`src/rtl/gig_pkg.sv`:
```
package gig_pkg;

    typedef enum logic [1:0] {
        WIN_OFF   = 2'd0,
        WIN_SHORT = 2'd1,
        WIN_LONG  = 2'd2
    } win_len_e;

    localparam int UNIT_W = 5;

    typedef struct packed {
        logic short_end;
        logic long_end;
    } win_evt_t;

    typedef struct packed {
        logic xfer;
        logic clear;
    } strobe_t;

    // the longer of two selected lengths wins
    function automatic win_len_e pick_len(input logic sel_a, input logic sel_b);
        if (sel_b)      return WIN_LONG;
        else if (sel_a) return WIN_SHORT;
        else            return WIN_OFF;
    endfunction

    function automatic logic [UNIT_W-1:0] short_units(input win_len_e l);
        case (l)
            WIN_SHORT: return 5'd1;
            WIN_LONG:  return 5'd2;
            default:   return 5'd0;
        endcase
    endfunction

    function automatic logic [UNIT_W-1:0] long_units(input win_len_e l);
        case (l)
            WIN_SHORT: return 5'd10;
            WIN_LONG:  return 5'd20;
            default:   return 5'd0;
        endcase
    endfunction

endpackage

```
`src/rtl/gig_ext_sync.sv`:
```
module gig_ext_sync (
    input  logic clk,
    input  logic rst,
    input  logic ext_gate,
    input  logic ext_en,
    output logic ext_fall
);
    logic [1:0] sync_q;
    logic       prev_q;

    always_ff @(posedge clk) begin
        if (rst) begin
            sync_q <= 2'b00;
            prev_q <= 1'b0;
        end else begin
            sync_q <= {sync_q[0], ext_gate};
            prev_q <= sync_q[1];
        end
    end

    assign ext_fall = ext_en & prev_q & ~sync_q[1];
endmodule

```
`src/rtl/gig_interval_timer.sv`:
```
module gig_interval_timer
    import gig_pkg::*;
#(
    parameter int UNIT_TICKS = 400000
) (
    input  logic     clk,
    input  logic     rst,
    input  logic     run,
    input  logic     ref_tick,
    input  win_len_e short_len,
    input  win_len_e long_len,
    output win_evt_t evt
);
    localparam int CW = (UNIT_TICKS > 1) ? $clog2(UNIT_TICKS) : 1;
    localparam logic [CW-1:0] TICK_LAST = CW'(UNIT_TICKS - 1);

    logic [CW-1:0]     tick_cnt;
    logic [UNIT_W-1:0] s_cnt, l_cnt;
    logic [UNIT_W-1:0] s_units, l_units;
    logic              unit_pulse, s_hit, l_hit;

    assign s_units    = short_units(short_len);
    assign l_units    = long_units(long_len);
    assign unit_pulse = run & ref_tick & (tick_cnt == TICK_LAST);
    assign s_hit      = unit_pulse & (s_units != '0) & (s_cnt >= s_units - 5'd1);
    assign l_hit      = unit_pulse & (l_units != '0) & (l_cnt >= l_units - 5'd1);

    always_ff @(posedge clk) begin
        if (rst || !run) begin
            tick_cnt <= '0;
            s_cnt    <= '0;
            l_cnt    <= '0;
        end else if (ref_tick) begin
            tick_cnt <= unit_pulse ? '0 : tick_cnt + 1'b1;
            if (unit_pulse) begin
                s_cnt <= s_hit ? '0 : s_cnt + 5'd1;
                l_cnt <= l_hit ? '0 : l_cnt + 5'd1;
            end
        end
    end

    assign evt.short_end = s_hit;
    assign evt.long_end  = l_hit;

    AST_LONG_ON_SHORT: assert property (@(posedge clk) disable iff (rst)
        (evt.long_end && s_units != '0) |-> evt.short_end);
    AST_HELD_WHEN_IDLE: assert property (@(posedge clk) disable iff (rst)
        !run |=> (s_cnt == '0 && l_cnt == '0));
endmodule

```
`src/rtl/gig_strobe_gen.sv`:
```
module gig_strobe_gen
    import gig_pkg::*;
(
    input  logic     clk,
    input  logic     rst,
    input  win_evt_t evt,
    input  logic     ext_fall,
    input  logic     clr_on_short,
    input  logic     clr_on_long,
    output strobe_t  stb
);
    logic clr_pend_q;
    logic want_clr;

    assign want_clr = (evt.short_end & clr_on_short)
                    | (evt.long_end  & clr_on_long)
                    | (ext_fall & (clr_on_short | clr_on_long));

    always_ff @(posedge clk) begin
        if (rst) begin
            stb        <= '0;
            clr_pend_q <= 1'b0;
        end else begin
            stb.xfer   <= evt.short_end | evt.long_end | ext_fall;
            clr_pend_q <= want_clr;
            stb.clear  <= clr_pend_q;
        end
    end

    AST_CLEAR_FOLLOWS_XFER: assert property (@(posedge clk) disable iff (rst)
        stb.clear |-> $past(stb.xfer));
endmodule

```
`src/rtl/gig_end_flags.sv`:
```
module gig_end_flags
    import gig_pkg::*;
(
    input  logic     clk,
    input  logic     rst,
    input  win_evt_t evt,
    input  logic     wr,
    input  logic     wr_short,
    input  logic     wr_long,
    input  logic     ie_short,
    input  logic     ie_long,
    output logic     short_flag,
    output logic     long_flag,
    output logic     irq
);
    logic drop_s, drop_l;

    assign drop_s = wr & ~wr_short;
    assign drop_l = wr & ~wr_long;

    always_ff @(posedge clk) begin
        if (rst) begin
            short_flag <= 1'b0;
            long_flag  <= 1'b0;
        end else begin
            short_flag <= evt.short_end | (short_flag & ~drop_s);
            long_flag  <= evt.long_end  | (long_flag  & ~drop_l);
        end
    end

    assign irq = (short_flag & ie_short) | (long_flag & ie_long);

    AST_SHORT_FLAG_STICKY: assert property (@(posedge clk) disable iff (rst)
        (short_flag && !drop_s) |=> short_flag);
    AST_LONG_FLAG_SET: assert property (@(posedge clk) disable iff (rst)
        evt.long_end |=> long_flag);
endmodule

```
`src/rtl/gate_interval_gen.sv`:
```
module gate_interval_gen
    import gig_pkg::*;
#(
    parameter int UNIT_TICKS = 400000
) (
    input  logic clk,
    input  logic rst,
    input  logic ref_tick,
    input  logic ext_gate,
    input  logic en,
    input  logic ext_en,
    input  logic int_en,
    input  logic sel_50ms,
    input  logic sel_100ms,
    input  logic sel_500ms,
    input  logic sel_1s,
    input  logic clr_on_short,
    input  logic clr_on_long,
    input  logic ie_short,
    input  logic ie_long,
    input  logic flag_wr,
    input  logic flag_wr_short,
    input  logic flag_wr_long,
    output logic xfer_stb,
    output logic clear_stb,
    output logic short_flag,
    output logic long_flag,
    output logic irq
);
    win_evt_t evt;
    strobe_t  stb;
    logic     ext_fall;
    logic     run;
    win_len_e short_len, long_len;

    assign run       = en & int_en;
    assign short_len = pick_len(sel_50ms, sel_100ms);
    assign long_len  = pick_len(sel_500ms, sel_1s);

    gig_ext_sync u_ext (
        .clk      (clk),
        .rst      (rst),
        .ext_gate (ext_gate),
        .ext_en   (ext_en),
        .ext_fall (ext_fall)
    );

    gig_interval_timer #(.UNIT_TICKS(UNIT_TICKS)) u_timer (
        .clk       (clk),
        .rst       (rst),
        .run       (run),
        .ref_tick  (ref_tick),
        .short_len (short_len),
        .long_len  (long_len),
        .evt       (evt)
    );

    gig_strobe_gen u_stb (
        .clk          (clk),
        .rst          (rst),
        .evt          (evt),
        .ext_fall     (ext_fall),
        .clr_on_short (clr_on_short),
        .clr_on_long  (clr_on_long),
        .stb          (stb)
    );

    gig_end_flags u_flags (
        .clk        (clk),
        .rst        (rst),
        .evt        (evt),
        .wr         (flag_wr),
        .wr_short   (flag_wr_short),
        .wr_long    (flag_wr_long),
        .ie_short   (ie_short),
        .ie_long    (ie_long),
        .short_flag (short_flag),
        .long_flag  (long_flag),
        .irq        (irq)
    );

    assign xfer_stb  = stb.xfer;
    assign clear_stb = stb.clear;

    AST_NO_SOURCE_NO_XFER: assert property (@(posedge clk) disable iff (rst)
        (!ext_en && !run) |=> !xfer_stb);
endmodule

```
`config.mk`:
```
export PLATFORM = sky130hd
export DESIGN_NAME = gate_interval_gen
export DESIGN_NICKNAME = d
export VERILOG_FILES = /design/src/rtl/gig_pkg.sv /design/src/rtl/gig_ext_sync.sv /design/src/rtl/gig_interval_timer.sv /design/src/rtl/gig_strobe_gen.sv /design/src/rtl/gig_end_flags.sv /design/src/rtl/gate_interval_gen.sv
export SDC_FILE = /design/constraint.sdc
export NUM_CORES = 1
export LEC_CHECK = 0
export BUFFER_PORTS_ARGS = -buffer_cell sky130_fd_sc_hd__buf_2
export CORE_MARGIN = 3
export CORE_UTILIZATION = 54
export DETAILED_ROUTE_END_ITERATION = 6
export GPL_TIMING_DRIVEN = 0
export HOLD_SLACK_MARGIN = 0.02
export PLACE_DENSITY_LB_ADDON = 0.25
export SYNTH_ARGS = -nofsm -noshare
export SYNTH_HDL_FRONTEND = slang
export SYNTH_HIERARCHICAL = 1
export SYNTH_SLANG_ARGS = --single-unit
export TNS_END_PERCENT = 50
```
`constraint.sdc`:
```
create_clock -name clk -period 2.4 [get_ports clk]
set_input_delay 0.24 -clock clk [delete_from_list [all_inputs] [get_ports clk]]
set_output_delay 0.24 -clock clk [all_outputs]
set_load 0.05 [all_outputs]
```
==> results of run 1 <==
critical path, delay by kind of cell (launching register included):
kind | cells | cell delay (ps)
buf+inv | 1 | 140
flops | 1 | 360
simple gates | 4 | 1360
compound gates | 2 | 250
cell usage after synthesis (all sizes together), types with 3 or more instances:
| cell | count | area [sq um] |
|---|---|---|
| dfxtp | 37 | 741 |
| nor2 | 31 | 116 |
| nand3 | 17 | 85.1 |
| ha | 16 | 200 |
| nand2 | 15 | 58.8 |
| xor2 | 12 | 105 |
| a21oi | 10 | 50.1 |
| nor2b | 9 | 71.3 |
| inv | 8 | 30.0 |
| o21ai | 7 | 35.0 |
| xnor2 | 6 | 52.6 |
| and3 | 5 | 31.3 |
| buf | 5 | 37.5 |
| nand4 | 5 | 31.3 |
| o41ai | 4 | 35.0 |
| nand4b | 3 | 26.3 |
| nor3 | 3 | 25.0 |
| nor4 | 3 | 33.8 |
timing repair:
item | in CTS | in global routing
hold buffers | 0 | 0
buffers inserted | 0 | 2
endpoints found under the setup margin | 0 | 1
metal layers:
metal,vias to the layer above,share of wire (%)
met5,-,0
met4,0,1.5
met3,7,2.6
li1,837,-
met2,14,49
met1,760,47
registers in the layout, indices dropped and copies added (netlist names):
| name | flops |
|---|---|
| u_ext/prev_q | 1 |
| u_ext/sync_q | 2 |
| u_flags/long_flag | 1 |
| u_flags/short_flag | 1 |
| u_stb/clr_pend_q | 1 |
| u_stb/stb | 2 |
| u_timer/l_cnt | 5 |
| u_timer/s_cnt | 5 |
| u_timer/tick_cnt | 19 |
area by class of cell:
| cell class | count | area (sq um) | area share (%) |
|---|---|---|---|
| buffer | 6 | 41.3 | 1.88 |
| multi-input combinational | 168 | 1150 | 52.3 |
| clock inverter | 2 | 10.0 | 0.456 |
| timing repair buffer | 24 | 125 | 5.70 |
| clock buffer | 6 | 41.3 | 1.88 |
| tap | 46 | 57.6 | 2.62 |
| inverter | 8 | 30.0 | 1.37 |
| sequential | 37 | 741 | 33.8 |
through the flow:
| step | util [%] | hold WS, ps | setup WS (ps) | instances | setup TNS [ps] |
|---|---|---|---|---|---|
| floorplan | - | 309 | 320 | 219 | 0 |
| finish | 64.2 | 103 | 209 | 297 | 0 |
| detailed placement | 62.3 | 431 | -49.6 | 287 | -101 |
| CTS | 63.8 | 93.5 | 131 | 295 | 0 |
| global placement | 62.3 | 417 | -24.7 | 287 | -24.7 |
| global route | 64.2 | 132 | 46.2 | 297 | 0 |
logic make-up after synthesis:
logic type               Yosys count
flip-flops                        37
buffers and inverters             14
XOR/XNOR                          18
adder cells (fa/ha/maj)           16
AND/OR/NAND/NOR                  102
multiplexers                       1
AO/OA/AOI/OAI                     31
power groups by stage:
stage | Clock (uW) | Combinational, uW | Sequential [uW]
floorplan | 0 | 37.1 | 633
global placement | 0 | 63.0 | 632
detailed placement | 0 | 65.4 | 632
CTS | 325 | 65.7 | 618
global route | 343 | 74.4 | 618
finish | 313 | 64.8 | 618
worst paths after layout:
kind | depth (start not counted) | endpoint | slack [ps]
worst min-delay path | 2 | u_ext/sync_q[0] | 100
worst min register to register | 1 | u_ext/sync_q[1] | 450
worst max register to register | 7 | u_stb/clr_pend_q | 210
worst max-delay path | 7 | u_stb/clr_pend_q | 210
==> out/results.txt, run 1 <==
status = finished clean
DRT iter0 DRCs = 68
RSZ-0062 raised after global routing = no
n_diodes = 0
max cap viols = 0
die height = 66.2 microns
Simple-Gate Fraction of Synth Area = 29.7%
top_reg_cell synth = dfxtp_1
Post-synth ARST share = 0%
Routed Antenna Nets = 0
I/O pin cnt = 23
Seq cells post-synth = 37
Clock Sinks = 37
Final Instance Area = 2190 sq um
DR vias = 1,618
critical path required time = 2680 ps
crit path cell chain = nand4b_1 -> or3_4 -> or4_2 -> nor2_1 -> buf_4 -> o21ai_0 -> a21oi_1
crit start category = flip-flop
mean routed wirelength per cell = 11.7 microns
Worst Setup Path Type = flip-flop to flip-flop
CP max FO = 6
Post-Synth XOR/XNOR Area = 8.05%
P_sw = 238 uW
Filler cells = 302
antenna violations before repair = 0
Sw Share = 23.9%
Seq pwr share = 62.1%
Skew-Pair Late Insertion Delay = 340 ps
Placer Congestion = 0.764
Post-DP HPWL = 2650 microns
R2R Path Start = u_timer/tick_cnt[10]
Cell variety after synth = 43
CTS clk-pin slew, worst paths = 100 ps
met1 Use GR = 20.8%
Compound-Gate Fraction of Synth Area = 10.1%
row count = 21
die area = 4390 sq um
Avg Inst Size Synth = 8.95 sq um
Tmin final = 2190 ps
critical path's largest stage delay = 690 ps
CTS Buffer Depth = 2
number of global-route vias before repair = 1,488
most common cell after layout, fill and taps aside = dfxtp_1
Syn Nets = 253
Final Power = 995 uW
DIE WIDTH = 66.2 microns
Root Buffer Master = clkbuf_4
largest net degree at the start of global routing = 12
fin crit share = 91.3%
core area = 3420 sq um
DRC = 0
Pwr Density = 454 nW/um^2
Post-Syn Instances = 219
crit path max-delay cell type = or4_2
Worst Setup End Kind = flip-flop
Placed Area = 2130 sq um
largest family of logic cells by synthesized area = simple AND/OR/NAND/NOR gates
share of cells above drive strength 1 = 19.1%
Slew Limit Fails = 0
vias per cell = 5.45
sequential area share after synthesis = 37.8%
Post-Syn Area = 1960 sq um
M2 GR Usage = 29.7%
first-pass GRT wire length = 6010 microns
cts repair resizes = 0
All-Layer GR Usage = 17.4%
CTS tree = built
worst slew pin tran = 678 ps
Pre-Repair DR Iteration Count = 4
worst clock skew = 4.50 ps
count of input and output buffers = 22
CTS Buf Count = 5
Gate power share = 6.5%
H-tree depth = 2
Lkg Pwr = 0.000874 uW
crit path from = u_timer/tick_cnt[10]
drt total wl = 3490 microns
Ys Warns = 6
GRT Residual Overflow = 0
min-delay src = ext_gate
final setup violation count = 0
Final nets = 284
fmax = 456 MHz
mux share of post-synthesis cell area = 0.511%
Max transition margin = 54.4%
GRT busiest layer = met2
Pint = 757 uW
met3 Track Usage GR = 4.08%
Max rail drop VDD = 330 uV
synthesis-to-layout area growth = 11.9%
Hold Vio Cnt, Final = 0
adder-cell share of the synthesized area = 10.2%
highest-count cells in the layout ignoring fill and taps = dfxtp_1 (37), nor2_1 (31), buf_2 (22), nand3_1 (17), ha_1 (16)
Initial Utilization = 57.4%
EDFF count, synth = 0
clock share of power = 31.4%
crit path DAT = 2470 ps
worst hold path type = input pin to flip-flop
(Power assumes the default switching activity.)
==> inputs of run 2 (changes only) <==
CORE_UTILIZATION = 40   (was 54)
SETUP_SLACK_MARGIN = 0.05   (was default)
==> out/results.txt, run 2 (synthesis results as in run 1) <==
WHS = 174 ps
Slew Limit Fails = 0
max cap viols = 0
CTS Buffer Depth = 2
Worst Setup Path Type = flip-flop to flip-flop
Worst Hold Depth = 2
fin crit share = 89.3%
Placer Congestion = 0.754
Routed Antenna Nets = 0
largest net degree at the start of global routing = 12
highest-count cells in the layout ignoring fill and taps = dfxtp_1 (37), nor2_1 (31), buf_2 (22), nand3_1 (17), ha_1 (16)
final core utilization = 50.2%
worst clock skew = 3.98 ps
CTS clk-pin slew, worst paths = 70 ps
die area = 5770 sq um
clock share of power = 40.9%
reg2reg setup slack = 260 ps
Hold Vio Cnt, Final = 0
critical path's largest stage delay = 700 ps
count of input and output buffers = 22
critical path required time = 2620 ps
crit path buf inv count = 1
I/O pin cnt = 23
number of global-route vias before repair = 1,530
synthesis-to-layout area growth = 16.3%
status = finished clean
H-tree depth = 2
mean routed wirelength per cell = 11.0 microns
DR vias = 1,609
DIE WIDTH = 76.0 microns
CTS Buf Count = 5
hold endpoint = u_ext/sync_q[0]
share of cells above drive strength 1 = 20.2%
RSZ-0062 raised after global routing = no
first-pass GRT wire length = 6420 microns
Lkg Pwr = 0.000901 uW
Final nets = 285
most common cell after layout, fill and taps aside = dfxtp_1
worst slew pin tran = 672 ps
Root Buffer Master = clkbuf_8
drt total wl = 3490 microns
Pwr Density = 506 nW/um^2
Tmin final = 2140 ps
die height = 76.0 microns
P_sw = 248 uW
DRC = 0
Post-DP HPWL = 2550 microns
R2R Path Start = u_timer/tick_cnt[10]
min-delay src = ext_gate
Placed Area = 2150 sq um
Final Instance Area = 2280 sq um
Pint = 905 uW
final setup violation count = 0
row count = 24
GRT Residual Overflow = 0
Max rail drop VDD = 369 uV
Pre-Repair DR Iteration Count = 4
antenna violations before repair = 0
Sw Share = 21.5%
crit start category = flip-flop
Skew-Pair Late Insertion Delay = 280 ps
fmax = 467 MHz
Clock Sinks = 37
crit path DAT = 2360 ps
Critical R2R Capture = u_stb/clr_pend_q
crit path max-delay cell type = or4_2
crit path cell chain = nand4b_1 -> or3_4 -> or4_2 -> nor2_1 -> buf_4 -> o21ai_0 -> a21oi_1
biggest regs = u_timer/tick_cnt: 19 flops, u_timer/l_cnt: 5 flops, u_timer/s_cnt: 5 flops
n_diodes = 0
DRT iter0 DRCs = 110
Crit path max-delay family = simple AND/OR/NAND/NOR gates
Initial Utilization = 43.2%
Gate power share = 5.5%
core area = 4530 sq um
Seq pwr share = 53.6%
max reg flops = 19
CP max FO = 6
Worst Setup End Kind = flip-flop
vias per cell = 5.08
worst r2r path cells = 7
All-Layer GR Usage = 13.0%
Max transition margin = 54.8%
most flop-heavy register = u_timer/tick_cnt
worst hold path type = input pin to flip-flop
CTS tree = built
## run 2: cell types whose count changed in the layout (fill, tap and decap cells not counted)
cell / delta
clkinv_2: -1
clkbuf_8: +7
clkbuf_4: -5
a21oi_2: +1
a21oi_1: -1
buf_4: +1
clkbuf_1: -1
## run 2: power by group through the flow
stage / registers [uW] / clock network, uW / logic [uW]
2_1_floorplan: 633 / 0 / 37.1
3_3_place_gp: 632 / 0 / 63.7
3_5_place_dp: 632 / 0 / 64.7
4_1_cts: 617 / 489 / 65.0
5_1_grt: 618 / 514 / 76.1
6_report: 618 / 471 / 63.8
## run 2: area by class of cell
type | instances | area [sq um]
clock buffer | 7 | 96.3
tap | 65 | 81.3
buffer | 6 | 41.3
clock inverter | 1 | 5.00
timing repair buffer | 25 | 133
sequential | 37 | 741
fill | 427 | 2260
inverter | 8 | 30.0
multi-input combinational | 168 | 1150
## run 2: per-layer routing
metal | up-vias | global-route usage, % | share of wire [%] | routed length (microns)
met5 | - | 0 | 0 | 0
met2 | 31 | 20.7 | 45 | 1580
li1 | 844 | - | - | -
met4 | 0 | 3.99 | 0.69 | 24
met3 | 3 | 3.66 | 4.0 | 140
met1 | 731 | 17.0 | 50 | 1740
## run 2: through the flow
stage               TNS [ps]  setup WS, ps  std cells  power [uW]
finish                     0           258        317        1150
floorplan                  0           320        219         670
CTS                        0           159        314        1170
global route               0          70.8        317        1210
global placement        -161         -51.4        306         695
detailed placement      -166         -45.6        306         697
## run 2: repair_timing
action                                  CTS  global route
buffers inserted                          0             3
hold buffers                              0             0
resized for setup                         0             1
endpoints found under the hold margin     0             0
endpoints found under the setup margin    0             6
## run 2: how the worst max path moves through the flow
stage,start,endpoint,slack (ps),depth (start not counted)
detailed placement,sel_50ms,u_stb/stb[1],-50,11
finish,u_timer/tick_cnt[10],u_stb/clr_pend_q,260,7
floorplan,sel_50ms,u_flags/short_flag,320,10
global placement,sel_50ms,u_timer/s_cnt[3],-50,9
global route,sel_1s,u_stb/clr_pend_q,70,13
CTS,u_timer/tick_cnt[0],u_stb/clr_pend_q,160,7
==> inputs of run 3 (changes only) <==
CORE_UTILIZATION = 55   (was 40)
==> out/results.txt, run 3 (synthesis results as in run 1) <==
worst clock skew = 9.46 ps
mean routed wirelength per cell = 11.7 microns
GRT Residual Overflow = 0
largest net degree at the start of global routing = 13
DRC = 0
count of input and output buffers = 22
synthesis-to-layout area growth = 13.8%
Fin Setup TNS = 0 ps
Placer Congestion = 0.760
critical path required time = 2650 ps
WL met3 = 113 microns
CTS clk-pin slew, worst paths = 110 ps
status = finished clean
Met1 Wirelength = 1560 microns
die height = 65.7 microns
Final nets = 285
fin crit share = 91.0%
area of the multi-input gates = 1150 sq um
n_diodes = 0
die area = 4310 sq um
Final Power = 1100 uW
CTS Buffer Depth = 2
first-pass GRT wire length = 5800 microns
number of global-route vias before repair = 1,416
Post-CTS Repair Setup Buffers = 0
worst hold path type = input pin to flip-flop
CTS Buf Count = 5
Initial Utilization = 57.8%
Clock Sinks = 37
Slew Limit Fails = 0
highest-count cells in the layout ignoring fill and taps = dfxtp_1 (37), nor2_1 (31), buf_2 (22), nand3_1 (17), ha_1 (16)
All-Layer GR Usage = 17.2%
Pwr Density = 494 nW/um^2
final setup violation count = 0
H-tree depth = 2
I/O pin cnt = 23
Skew-Pair Late Insertion Delay = 330 ps
fmax = 458 MHz
row count = 21
most flop-heavy register = u_timer/tick_cnt
hold_buf cts = 0
crit path DAT = 2440 ps
DR vias = 1,621
drt total wl = 3480 microns
most common cell after layout, fill and taps aside = dfxtp_1
Max transition margin = 54.9%
Lkg Pwr = 0.000888 uW
core area = 3390 sq um
DR top layer = met4
antenna violations before repair = 0
Post-DP HPWL = 2540 microns
met2 routed wirelength = 1780 microns
worst slew pin tran = 670 ps
DRT iter0 DRCs = 141
cts repair resizes = 0
Pre-Repair DR Iteration Count = 4
crit start category = flip-flop
max cap viols = 0
Root Buffer Master = clkbuf_4
Max rail drop VDD = 449 uV
Filler cells = 276
Worst Setup End Kind = flip-flop
Routed Antenna Nets = 0
biggest regs = u_timer/tick_cnt: 19 flops, u_timer/l_cnt: 5 flops, u_timer/s_cnt: 5 flops
Tmin final = 2190 ps
RSZ-0062 raised after global routing = no
max reg flops = 19
CTS tree = built
FF+latch area = 741 sq um
Hold Vio Cnt, Final = 0
CP max FO = 6
DIE WIDTH = 65.7 microns
share of cells above drive strength 1 = 19.4%
vias per cell = 5.44
Worst Setup Path Type = flip-flop to flip-flop
==> run 3: layout make-up <==
class | instances | area share, %
timing repair buffer | 25 | 5.95
buffer | 6 | 1.85
clock buffer | 6 | 1.85
multi-input combinational | 168 | 51.5
inverter | 8 | 1.35
sequential | 37 | 33.2
clock inverter | 2 | 1.74
tap | 46 | 2.58
==> run 3: through the flow <==
step	hold WS (ps)	worst slack, ps	cells	utilization [%]	area (sq um)
6_report	118	215	298	65.8	2230
5_1_grt	94.7	57.4	298	65.8	2230
4_1_cts	106	75.8	295	65.1	2210
3_5_place_dp	431	-46.4	287	62.8	2130
3_3_place_gp	438	3.35	287	62.8	2130
2_1_floorplan	309	320	219	-	1960
==> run 3: critical path, cell delays in order (launching register included) <==
cell and delay (ps):
dfxtp_1 370, nand4b_1 180, or3_4 360, or4_2 700, nor2_1 150, buf_4 150
o21ai_1 60, a21oi_1 150
==> run 3: path summary, 6_finish.rpt <==
path,slack (ps),end,cells after the start,start
max,210,u_stb/clr_pend_q,7,u_timer/tick_cnt[10]
min,120,u_ext/sync_q[0],2,ext_gate
max reg2reg,210,u_stb/clr_pend_q,7,u_timer/tick_cnt[10]
min reg2reg,460,u_ext/sync_q[1],1,u_ext/sync_q[0]
==> run 3: power by group <==
| group | leakage [uW] | internal (uW) | switching [uW] |
|---|---|---|---|
| registers | 0.000299 | 617 | 1.18 |
| clock network | 0.0000424 | 222 | 197 |
| logic | 0.000548 | 29.1 | 35.0 |
| total | 0.000888 | 868 | 233 |
==> run 3: metal layers <==
metal	global-route usage [%]	vias to the layer above
li1	-	847
met3	4.27	2
met4	6.48	0
met5	0	-
met2	28.4	26
met1	21.3	746
